**src/rtl/ucls_pkg.sv**
```systemverilog
package ucls_pkg;

  parameter int VLAN_W     = 16;
  parameter int IP_W       = 32;
  parameter int PORT_W     = 16;
  parameter int SSRC_W     = 32;
  parameter int NUM_FIELDS = 6;

  // select-mask bit positions
  localparam int FLD_VLAN     = 0;
  localparam int FLD_SRC_IP   = 1;
  localparam int FLD_DST_IP   = 2;
  localparam int FLD_SRC_PORT = 3;
  localparam int FLD_DST_PORT = 4;
  localparam int FLD_SSRC     = 5;

  typedef struct packed {
    logic [VLAN_W-1:0] vlan;
    logic [IP_W-1:0]   src_ip;
    logic [IP_W-1:0]   dst_ip;
    logic [PORT_W-1:0] src_port;
    logic [PORT_W-1:0] dst_port;
    logic [SSRC_W-1:0] ssrc;
  } hdr_t;

endpackage

```
**src/rtl/ucls_field_cmp.sv**
```systemverilog
module ucls_field_cmp
  import ucls_pkg::*;
(
  input  hdr_t                  pkt,
  input  hdr_t                  key,
  input  logic [NUM_FIELDS-1:0] sel,
  input  logic                  en,
  output logic                  hit
);

  logic [NUM_FIELDS-1:0] eq;

  always_comb begin
    eq               = '0;
    eq[FLD_VLAN]     = (pkt.vlan     == key.vlan);
    eq[FLD_SRC_IP]   = (pkt.src_ip   == key.src_ip);
    eq[FLD_DST_IP]   = (pkt.dst_ip   == key.dst_ip);
    eq[FLD_SRC_PORT] = (pkt.src_port == key.src_port);
    eq[FLD_DST_PORT] = (pkt.dst_port == key.dst_port);
    eq[FLD_SSRC]     = (pkt.ssrc     == key.ssrc);
  end

  // a field that is not selected counts as agreeing
  always_comb begin
    hit = en && (sel != '0) && ((eq | ~sel) == {NUM_FIELDS{1'b1}});
  end

endmodule

```
**src/rtl/ucls_prio_pick.sv**
```systemverilog
module ucls_prio_pick #(
  parameter int N     = 3,
  parameter int IDX_W = 2
) (
  input  logic [N-1:0]     req,
  output logic             any,
  output logic [IDX_W-1:0] idx
);

  // scan from the top so the lowest requester is written last
  always_comb begin
    any = 1'b0;
    idx = '0;
    for (int i = N - 1; i >= 0; i--) begin
      if (req[i]) begin
        any = 1'b1;
        idx = IDX_W'(i);
      end
    end
  end

endmodule

```
**src/rtl/ucls_miss_ctr.sv**
```systemverilog
module ucls_miss_ctr #(
  parameter int CNT_W = 16
) (
  input  logic             clk,
  input  logic             rst_n,
  input  logic             inc,
  output logic [CNT_W-1:0] count
);

  logic [CNT_W-1:0] count_nxt;
  logic             cnt_en;

  always_comb begin
    cnt_en    = inc && !(&count);
    count_nxt = count + CNT_W'(1);
  end

  always_ff @(posedge clk or negedge rst_n) begin
    if (!rst_n) begin
      count <= '0;
    end else if (cnt_en) begin
      count <= count_nxt;
    end
  end

endmodule

```
**src/rtl/udp_stream_classifier.sv**
```systemverilog
module udp_stream_classifier
  import ucls_pkg::*;
#(
  parameter int NUM_CH = 3,
  parameter int CNT_W  = 16,
  localparam int CH_W  = (NUM_CH > 1) ? $clog2(NUM_CH) : 1
) (
  input  logic                         clk,
  input  logic                         rst_n,
  input  logic                         hdr_valid,
  input  logic [VLAN_W-1:0]            hdr_vlan,
  input  logic [IP_W-1:0]              hdr_src_ip,
  input  logic [IP_W-1:0]              hdr_dst_ip,
  input  logic [PORT_W-1:0]            hdr_src_port,
  input  logic [PORT_W-1:0]            hdr_dst_port,
  input  logic [SSRC_W-1:0]            hdr_ssrc,
  input  logic [NUM_CH-1:0]            chan_enable,
  input  logic [NUM_CH*NUM_FIELDS-1:0] chan_fields,
  input  logic [NUM_CH*VLAN_W-1:0]     chan_vlan,
  input  logic [NUM_CH*IP_W-1:0]       chan_src_ip,
  input  logic [NUM_CH*IP_W-1:0]       chan_dst_ip,
  input  logic [NUM_CH*PORT_W-1:0]     chan_src_port,
  input  logic [NUM_CH*PORT_W-1:0]     chan_dst_port,
  input  logic [NUM_CH*SSRC_W-1:0]     chan_ssrc,
  output logic                         cls_valid,
  output logic [CH_W-1:0]              cls_chan,
  output logic                         cls_miss,
  output logic [CNT_W-1:0]             miss_count
);

  hdr_t              pkt;
  logic [NUM_CH-1:0] ch_hit;
  logic              any_hit;
  logic [CH_W-1:0]   win_idx;

  logic              valid_nxt;
  logic              miss_nxt;
  logic [CH_W-1:0]   chan_nxt;

  always_comb begin
    pkt.vlan     = hdr_vlan;
    pkt.src_ip   = hdr_src_ip;
    pkt.dst_ip   = hdr_dst_ip;
    pkt.src_port = hdr_src_port;
    pkt.dst_port = hdr_dst_port;
    pkt.ssrc     = hdr_ssrc;
  end

  for (genvar g = 0; g < NUM_CH; g++) begin : g_chan
    hdr_t key;
    always_comb begin
      key.vlan     = chan_vlan[g*VLAN_W +: VLAN_W];
      key.src_ip   = chan_src_ip[g*IP_W +: IP_W];
      key.dst_ip   = chan_dst_ip[g*IP_W +: IP_W];
      key.src_port = chan_src_port[g*PORT_W +: PORT_W];
      key.dst_port = chan_dst_port[g*PORT_W +: PORT_W];
      key.ssrc     = chan_ssrc[g*SSRC_W +: SSRC_W];
    end

    ucls_field_cmp u_cmp (
      .pkt (pkt),
      .key (key),
      .sel (chan_fields[g*NUM_FIELDS +: NUM_FIELDS]),
      .en  (chan_enable[g]),
      .hit (ch_hit[g])
    );
  end

  ucls_prio_pick #(
    .N     (NUM_CH),
    .IDX_W (CH_W)
  ) u_pick (
    .req (ch_hit),
    .any (any_hit),
    .idx (win_idx)
  );

  always_comb begin
    valid_nxt = hdr_valid;
    miss_nxt  = hdr_valid && !any_hit;
    chan_nxt  = (hdr_valid && any_hit) ? win_idx : '0;
  end

  always_ff @(posedge clk or negedge rst_n) begin
    if (!rst_n) begin
      cls_valid <= 1'b0;
      cls_miss  <= 1'b0;
      cls_chan  <= '0;
    end else begin
      cls_valid <= valid_nxt;
      cls_miss  <= miss_nxt;
      cls_chan  <= chan_nxt;
    end
  end

  ucls_miss_ctr #(
    .CNT_W (CNT_W)
  ) u_miss (
    .clk   (clk),
    .rst_n (rst_n),
    .inc   (miss_nxt),
    .count (miss_count)
  );

endmodule

```
**config.mk**
```make
export PLATFORM = sky130hd
export DESIGN_NAME = udp_stream_classifier
export DESIGN_NICKNAME = d
export VERILOG_FILES = /design/src/rtl/ucls_pkg.sv /design/src/rtl/ucls_field_cmp.sv /design/src/rtl/ucls_prio_pick.sv /design/src/rtl/ucls_miss_ctr.sv /design/src/rtl/udp_stream_classifier.sv
export SDC_FILE = /design/constraint.sdc
export NUM_CORES = 1
export LEC_CHECK = 0
export BUFFER_PORTS_ARGS = -buffer_cell sky130_fd_sc_hd__buf_2
export CAP_MARGIN = 20
export CORE_AREA = 2 2 242 244
export CTS_BUF_LIST = sky130_fd_sc_hd__clkbuf_8
export DETAILED_ROUTE_END_ITERATION = 7
export DIE_AREA = 0 0 244 246
export PLACE_DENSITY = 0.39
export SYNTH_ARGS = -nofsm -noshare
export SYNTH_HDL_FRONTEND = slang
export SYNTH_HIERARCHICAL = 1
export SYNTH_SLANG_ARGS = --single-unit
```
**constraint.sdc**
```tcl
create_clock -name clk -period 2.7 [get_ports clk]
set_clock_uncertainty 0.2 [all_clocks]
set_input_delay 0.405 -clock clk [delete_from_list [all_inputs] [get_ports clk]]
set_output_delay 0.405 -clock clk [all_outputs]
set_load 0.01 [all_outputs]
```
==> out/summary.txt, run 1 <==
GR Util met1: 15.2%
Max Freq: 325 MHz
DR vias: 7871
CTS tree: done
design area: 0.0114 sq mm
Final ANT Viol Nets: 0
Peak supply drop: 0.120 mV
failing checks: negative setup slack
worst-skew pair later-pin latency: 0.26 ns
syn_area_per_cell: 8.63 sq um
effective utilization at floorplan: 10.2%
HPWL after DPL: 39200 um
grt ovf: 0
H-tree depth: 1
Yosys cell types: 32
Max stage delay on crit path: 0.40 ns
num rows: 88
required time of the critical path: 2.64 ns
Synth area leaders: xor2_1, xnor2_1, dfrtp_1
largest net degree at the start of global routing: 21
commonest non-fill, non-tap cell in the layout: buf_2
CP dominant cell by count: nand4_1
crit path max fanout: 4
dpl cell area: 0.0106 sq mm
worst path cell trace: buf_2 > xor2_1 > nor4_1 > nand4_1 > o21ai_2 > nand4_1 > nor2_2 > or3_4 > and2b_2 > and4_4 > nand3_2 > mux2_4
EDFF count, synth: 0
reg2reg end: u_miss/count[1]$_DFFE_PN0P_
Num CTS Buffers: 3
P_leak: 5.35 nW
die area: 0.0600 sq mm
FF-to-FF Start: u_miss/count[0]$_DFFE_PN0P_
minimum period implied by the final worst setup slack: 3.07 ns
Final Cycle Share: 114%
hold_ws: 0.0871 ns
Detailed Routing Iterations Pass 1: 4
Root Driver: clkbuf_8
routability cong.: 0.940
hold path startpoint: hdr_valid
synthesized instance count: 679
CP Depth: 12
Iter 0 DRT Violations: 164
unrepaired setup endpoints after global routing: true
CP max stage cell: nor4_1
Synth Cell Area: 0.00586 sq mm
worst r2r path cells: 6
Layout Cells excl Fill: 2161
asr flop ratio synth: 100%
Chip Width: 244 um
Critical path destination: u_miss/count[6]$_DFFE_PN0P_
placed cell count: 2152
sequential area share after synthesis: 8.55%
met3 Usage GRT: 2.65%
Final setup viols: 16
top-area cell type share of the netlist area: 51.4%
first-pass GRT wire length: 56700 um
crit path from: chan_dst_ip[73]
Fin. Hold Viols: 0
Via density: 3.64
Pwr Density: 213 mW/mm^2
PortBufs: 619
commonest non-fill, non-tap cells in the layout: buf_2, xor2_1, buf_4
clock slew at reported path FFs: 0.07 ns
number of max-cap violations: 0
die height: 246 um
Setup WS post-layout: -0.374 ns
share of cells above drive strength 1: 59.3%
GR Util met2: 24.2%
Slew HR: 68.5%
status: finished with violations
number of global-route vias before repair: 8810
Yosys warning total: 6
leading area contributor after synthesis: xor2_1
Final nets: 1995
Tot GR Track Use: 12.9%
Hold WC Path Type: in -> reg
Setup crit start kind: primary input
CP Class: in -> reg
crit path capture type: flop
WL per Instance: 19.3 um
Mapped Nets: 1280
#FFs+latches synth: 20
core area: 0.0574 sq mm
setup slack, reg-to-reg: 0.66 ns
Routed WL: 41700 um
gr busiest metal: met2
Primary FF master, synth: dfrtp_1
DP Worst Slack: -1.16 ns
Worst Path Buf+Inv: 1
initial antenna violation count: 10
Crit path max-delay family: simple AND/OR/NAND/NOR gates
drt drc: 0
worst slew pin tran: 0.471 ns
CTS max path bufs: 2
clk sink count: 20
IO Count: 620
Slew Limit Fails: 0
P&R area growth vs syn: 95.3%
utilization after layout: 19.9%
Data arrival, critical path: 3.01 ns
logic make-up (layout without fill, tap and decap cells):
logic type | count (synthesis) | in the layout | share of synthesized area [%]
and+or+nand+nor | 187 | 187 | 21.6
buffers and inverters | 2 | 715 | 0.149
muxes | 4 | 4 | 0.769
DFF | 20 | 20 | 8.55
adders and majority gates | 1 | 1 | 0.214
other | 0 | 4 | 0
xor gates and xnor gates | 443 | 443 | 66.2
AOI/OAI and AO/OA | 22 | 22 | 2.50
sequential cells by signal (all words and copies together) (netlist names):
name / cells
u_miss/count: 16
cls_chan: 2
cls_miss: 1
cls_valid: 1
timing repair:
item                       CTS  global route
resized for setup           61            72
hold buffers                 1             0
pin swaps                   26            31
setup buffers                1             0
hold endpoints to repair    20             0
setup endpoints to repair   19            18
cells in the mapped netlist (2+ instances only):
master,instances
a21oi_1,4
and3_2,3
and4_1,2
dfrtp_1,20
mux2_2,4
nand2_1,4
nand2b_1,2
nand3_1,9
nand4_1,51
nand4_2,2
nor2_1,9
nor3_1,8
nor3b_1,2
nor4_1,72
nor4_2,14
o21ai_0,2
o21ai_1,6
o21ai_2,3
o41ai_1,6
or4_1,3
xnor2_1,99
xor2_1,344
routing by layer:
metal	routed length (um)	part of all wire, %
met5	48	0.12
met4	843	2.0
met1	17000	41
met3	2730	6.6
met2	21100	51
power by group:
group          switching (W)  internal, W  total (W)
combinational       0.000898     0.000889    0.00179
clock              0.0000939    0.0000993   0.000193
sequential          0.000108     0.000352   0.000460
worst min path at each step:
stage / endpoint / depth (start not counted)
finish: cls_valid$_DFF_PN0_ / 1
global route: cls_valid$_DFF_PN0_ / 1
CTS: cls_valid$_DFF_PN0_ / 1
detailed placement: u_miss/count[12]$_DFFE_PN0P_ / 1
global placement: u_miss/count[12]$_DFFE_PN0P_ / 1
floorplan: cls_chan[0]$_DFF_PN0_ / 0
area by class of cell:
| cell class | count | area, sq um |
|---|---|---|
| Timing Repair Buffer | 711 | 3900 |
| Multi-Input combinational cell | 657 | 6030 |
| Inverter | 1 | 3.75 |
| Antenna cell | 4 | 10.0 |
| Clock buffer | 3 | 41.3 |
| Tap cell | 765 | 957 |
| Fill cell | 6516 | 45900 |
| Sequential cell | 20 | 500 |
metrics by stage:
step / power [W] / TNS [ns]
2_1_floorplan: 0.00107 / -0.872
3_3_place_gp: 0.00210 / -19.54
3_5_place_dp: 0.00211 / -18.15
4_1_cts: 0.00241 / -5.26
5_1_grt: 0.00264 / -7.09
6_report: 0.00244 / -4.74
No activity file was read; power rests on OpenSTA's default activity.
==> run 2: changes to the inputs <==
--- a/config.mk
+++ b/config.mk
@@ -7,11 +7,13 @@
 export LEC_CHECK = 0
 export BUFFER_PORTS_ARGS = -buffer_cell sky130_fd_sc_hd__buf_2
 export CAP_MARGIN = 20
-export CORE_AREA = 2 2 242 244
+export CELL_PAD_IN_SITES_DETAIL_PLACEMENT = 2
+export CELL_PAD_IN_SITES_GLOBAL_PLACEMENT = 2
+export CORE_AREA = 2 2 239 241
 export CTS_BUF_LIST = sky130_fd_sc_hd__clkbuf_8
 export DETAILED_ROUTE_END_ITERATION = 7
-export DIE_AREA = 0 0 244 246
-export PLACE_DENSITY = 0.39
+export DIE_AREA = 0 0 241 243
+export PLACE_DENSITY = 0.62
 export SYNTH_ARGS = -nofsm -noshare
 export SYNTH_HDL_FRONTEND = slang
 export SYNTH_HIERARCHICAL = 1
==> run 2 against run 1 <==
- the run still ends with negative setup slack left
- non-clock buffer count grew 2
- highest routed layer unchanged
- maximum frequency shrank 1.2%
- worst setup slack lost 0.037 ns
- via count grew 0.44%
- register-to-register slack lost 0.03 ns
- first-iteration DRC count shrank 9.8%
- flip-flop and latch count is the same
- combinational power shrank 4%
- critical path depth grew 2
- design area shrank 4.4%
- core utilization shrank 0.39 points
==> out/summary.txt, run 2 (synthesis gave the netlist of run 1 again) <==
effective utilization at floorplan: 10.5%
number of max-cap violations: 0
die area: 0.0586 sq mm
minimum period implied by the final worst setup slack: 3.11 ns
Fin. Hold Viols: 0
Peak supply drop: 0.108 mV
DR vias: 7906
Crit path max-delay family: simple AND/OR/NAND/NOR gates
Final Cycle Share: 115%
Final ANT Viol Nets: 0
Final setup viols: 16
share of cells above drive strength 1: 56.0%
clock slew at reported path FFs: 0.07 ns
drt drc: 0
max reg flops: 16
IO Count: 620
WL per Instance: 20.1 um
Setup crit start kind: primary input
number of global-route vias before repair: 9286
Final nets: 1997
worst slew pin tran: 0.576 ns
num rows: 87
Worst Path Buf+Inv: 4
worst-skew pair later-pin latency: 0.26 ns
design area: 0.0109 sq mm
crit path capture type: flop
P_leak: 5.23 nW
# diodes: 0
Multi-input gate area: 0.00562 sq mm
CP Class: in -> reg
failing checks: negative setup slack
Iter 0 DRT Violations: 148
Num CTS Buffers: 3
unrepaired setup endpoints after global routing: true
Max Freq: 321 MHz
commonest non-fill, non-tap cells in the layout: buf_2, xor2_1, xnor2_1
CP dominant cell by count: buf_4
PortBufs: 619
Layout Cells excl Fill: 2150
CTS tree: done
clk sink count: 20
routability cong.: 0.907
Top Registers: u_miss/count: 16 flops, cls_chan: 2 flops
die height: 243 um
first-pass GRT wire length: 59900 um
crit path max fanout: 4
H-tree depth: 1
Detailed Routing Iterations Pass 1: 4
commonest non-fill, non-tap cell in the layout: buf_2
Sequential cell area: 500 sq um
Chip Width: 241 um
Via density: 3.68
Data arrival, critical path: 3.06 ns
CP max stage cell: o41ai_4
Slew HR: 61.1%
status: finished with violations
required time of the critical path: 2.64 ns
worst path cell trace: buf_2 > buf_4 > xnor2_1 > nand4_1 > buf_4 > o41ai_4 > buf_4 > nand3_1 > nor2_1 > or3_4 > and2b_2 > and4_4 > nand3_2 > mux2_4
grt ovf: 0
Routed WL: 43200 um
Max stage delay on crit path: 0.36 ns
largest net degree at the start of global routing: 21
Tot GR Track Use: 13.9%
HPWL after DPL: 40800 um
# fillers: 6703
register name with the most flops: u_miss/count
P&R area growth vs syn: 86.8%
CTS max path bufs: 2
Slew Limit Fails: 0
Pwr Density: 218 mW/mm^2
initial antenna violation count: 6
dpl cell area: 0.0106 sq mm
Setup WS post-layout: -0.411 ns
Root Driver: clkbuf_8
Hold WC Path Type: in -> reg
placed cell count: 2145
core area: 0.0560 sq mm
run 2: where the power goes:
group	internal, W	switching, W
combinational	0.000853	0.000872
sequential	0.000352	0.000109
clock	0.0000995	0.0000993
run 2: repair_timing:
action,CTS,global route
endpoints found under the setup margin,19,19
setup buffers,2,0
hold endpoints to repair,20,0
resized for setup,40,8
pin swaps,10,2
hold buffers,1,0
run 2: worst paths after layout:
path / startpoint / endpoint / slack (ns) / cells after the start
worst max-delay path: hdr_dst_port[9] / u_miss/count[6]$_DFFE_PN0P_ / -0.41 / 14
worst min register to register: u_miss/count[15]$_DFFE_PN0P_ / u_miss/count[15]$_DFFE_PN0P_ / 0.36 / 1
min in group asynchronous: rst_n / u_miss/count[9]$_DFFE_PN0P_ / 0.44 / 2
worst max register to register: u_miss/count[0]$_DFFE_PN0P_ / u_miss/count[1]$_DFFE_PN0P_ / 0.63 / 6
max in group asynchronous: rst_n / u_miss/count[2]$_DFFE_PN0P_ / 1.55 / 2
worst min-delay path: hdr_valid / cls_valid$_DFF_PN0_ / 0.11 / 1
run 2: per-stage QoR:
stage                     hold WS [ns]  worst slack (ns)  total power [W]  utilization (%)  TNS [ns]
final                            0.111            -0.411          0.00238             19.6     -5.42
after detailed placement         0.192             -1.21          0.00214             19.0    -19.31
after global routing             0.101            -0.581          0.00257             19.6     -8.54
after CTS                       0.0995            -0.486          0.00242             19.5     -6.74
after floorplan                -0.0906            -0.133          0.00107                -    -0.872
after global placement           0.183             -1.20          0.00209             19.0    -19.18
run 2: routing by layer:
layer / vias to the layer above / share of wire [%] / track usage [%]
li1: 3821 / - / -
met1: 3694 / 40 / 16.2
met2: 357 / 53 / 27.1
met3: 24 / 6.4 / 2.13
met4: 10 / 0.42 / 0.890
met5: - / 0.15 / 0
run 2: area by class of cell:
type | instances | area share [%]
Clock buffer | 3 | 0.377
Timing Repair Buffer | 713 | 35.0
Sequential cell | 20 | 4.58
Inverter | 1 | 0.0343
Multi-Input combinational cell | 657 | 51.3
Tap cell | 756 | 8.65
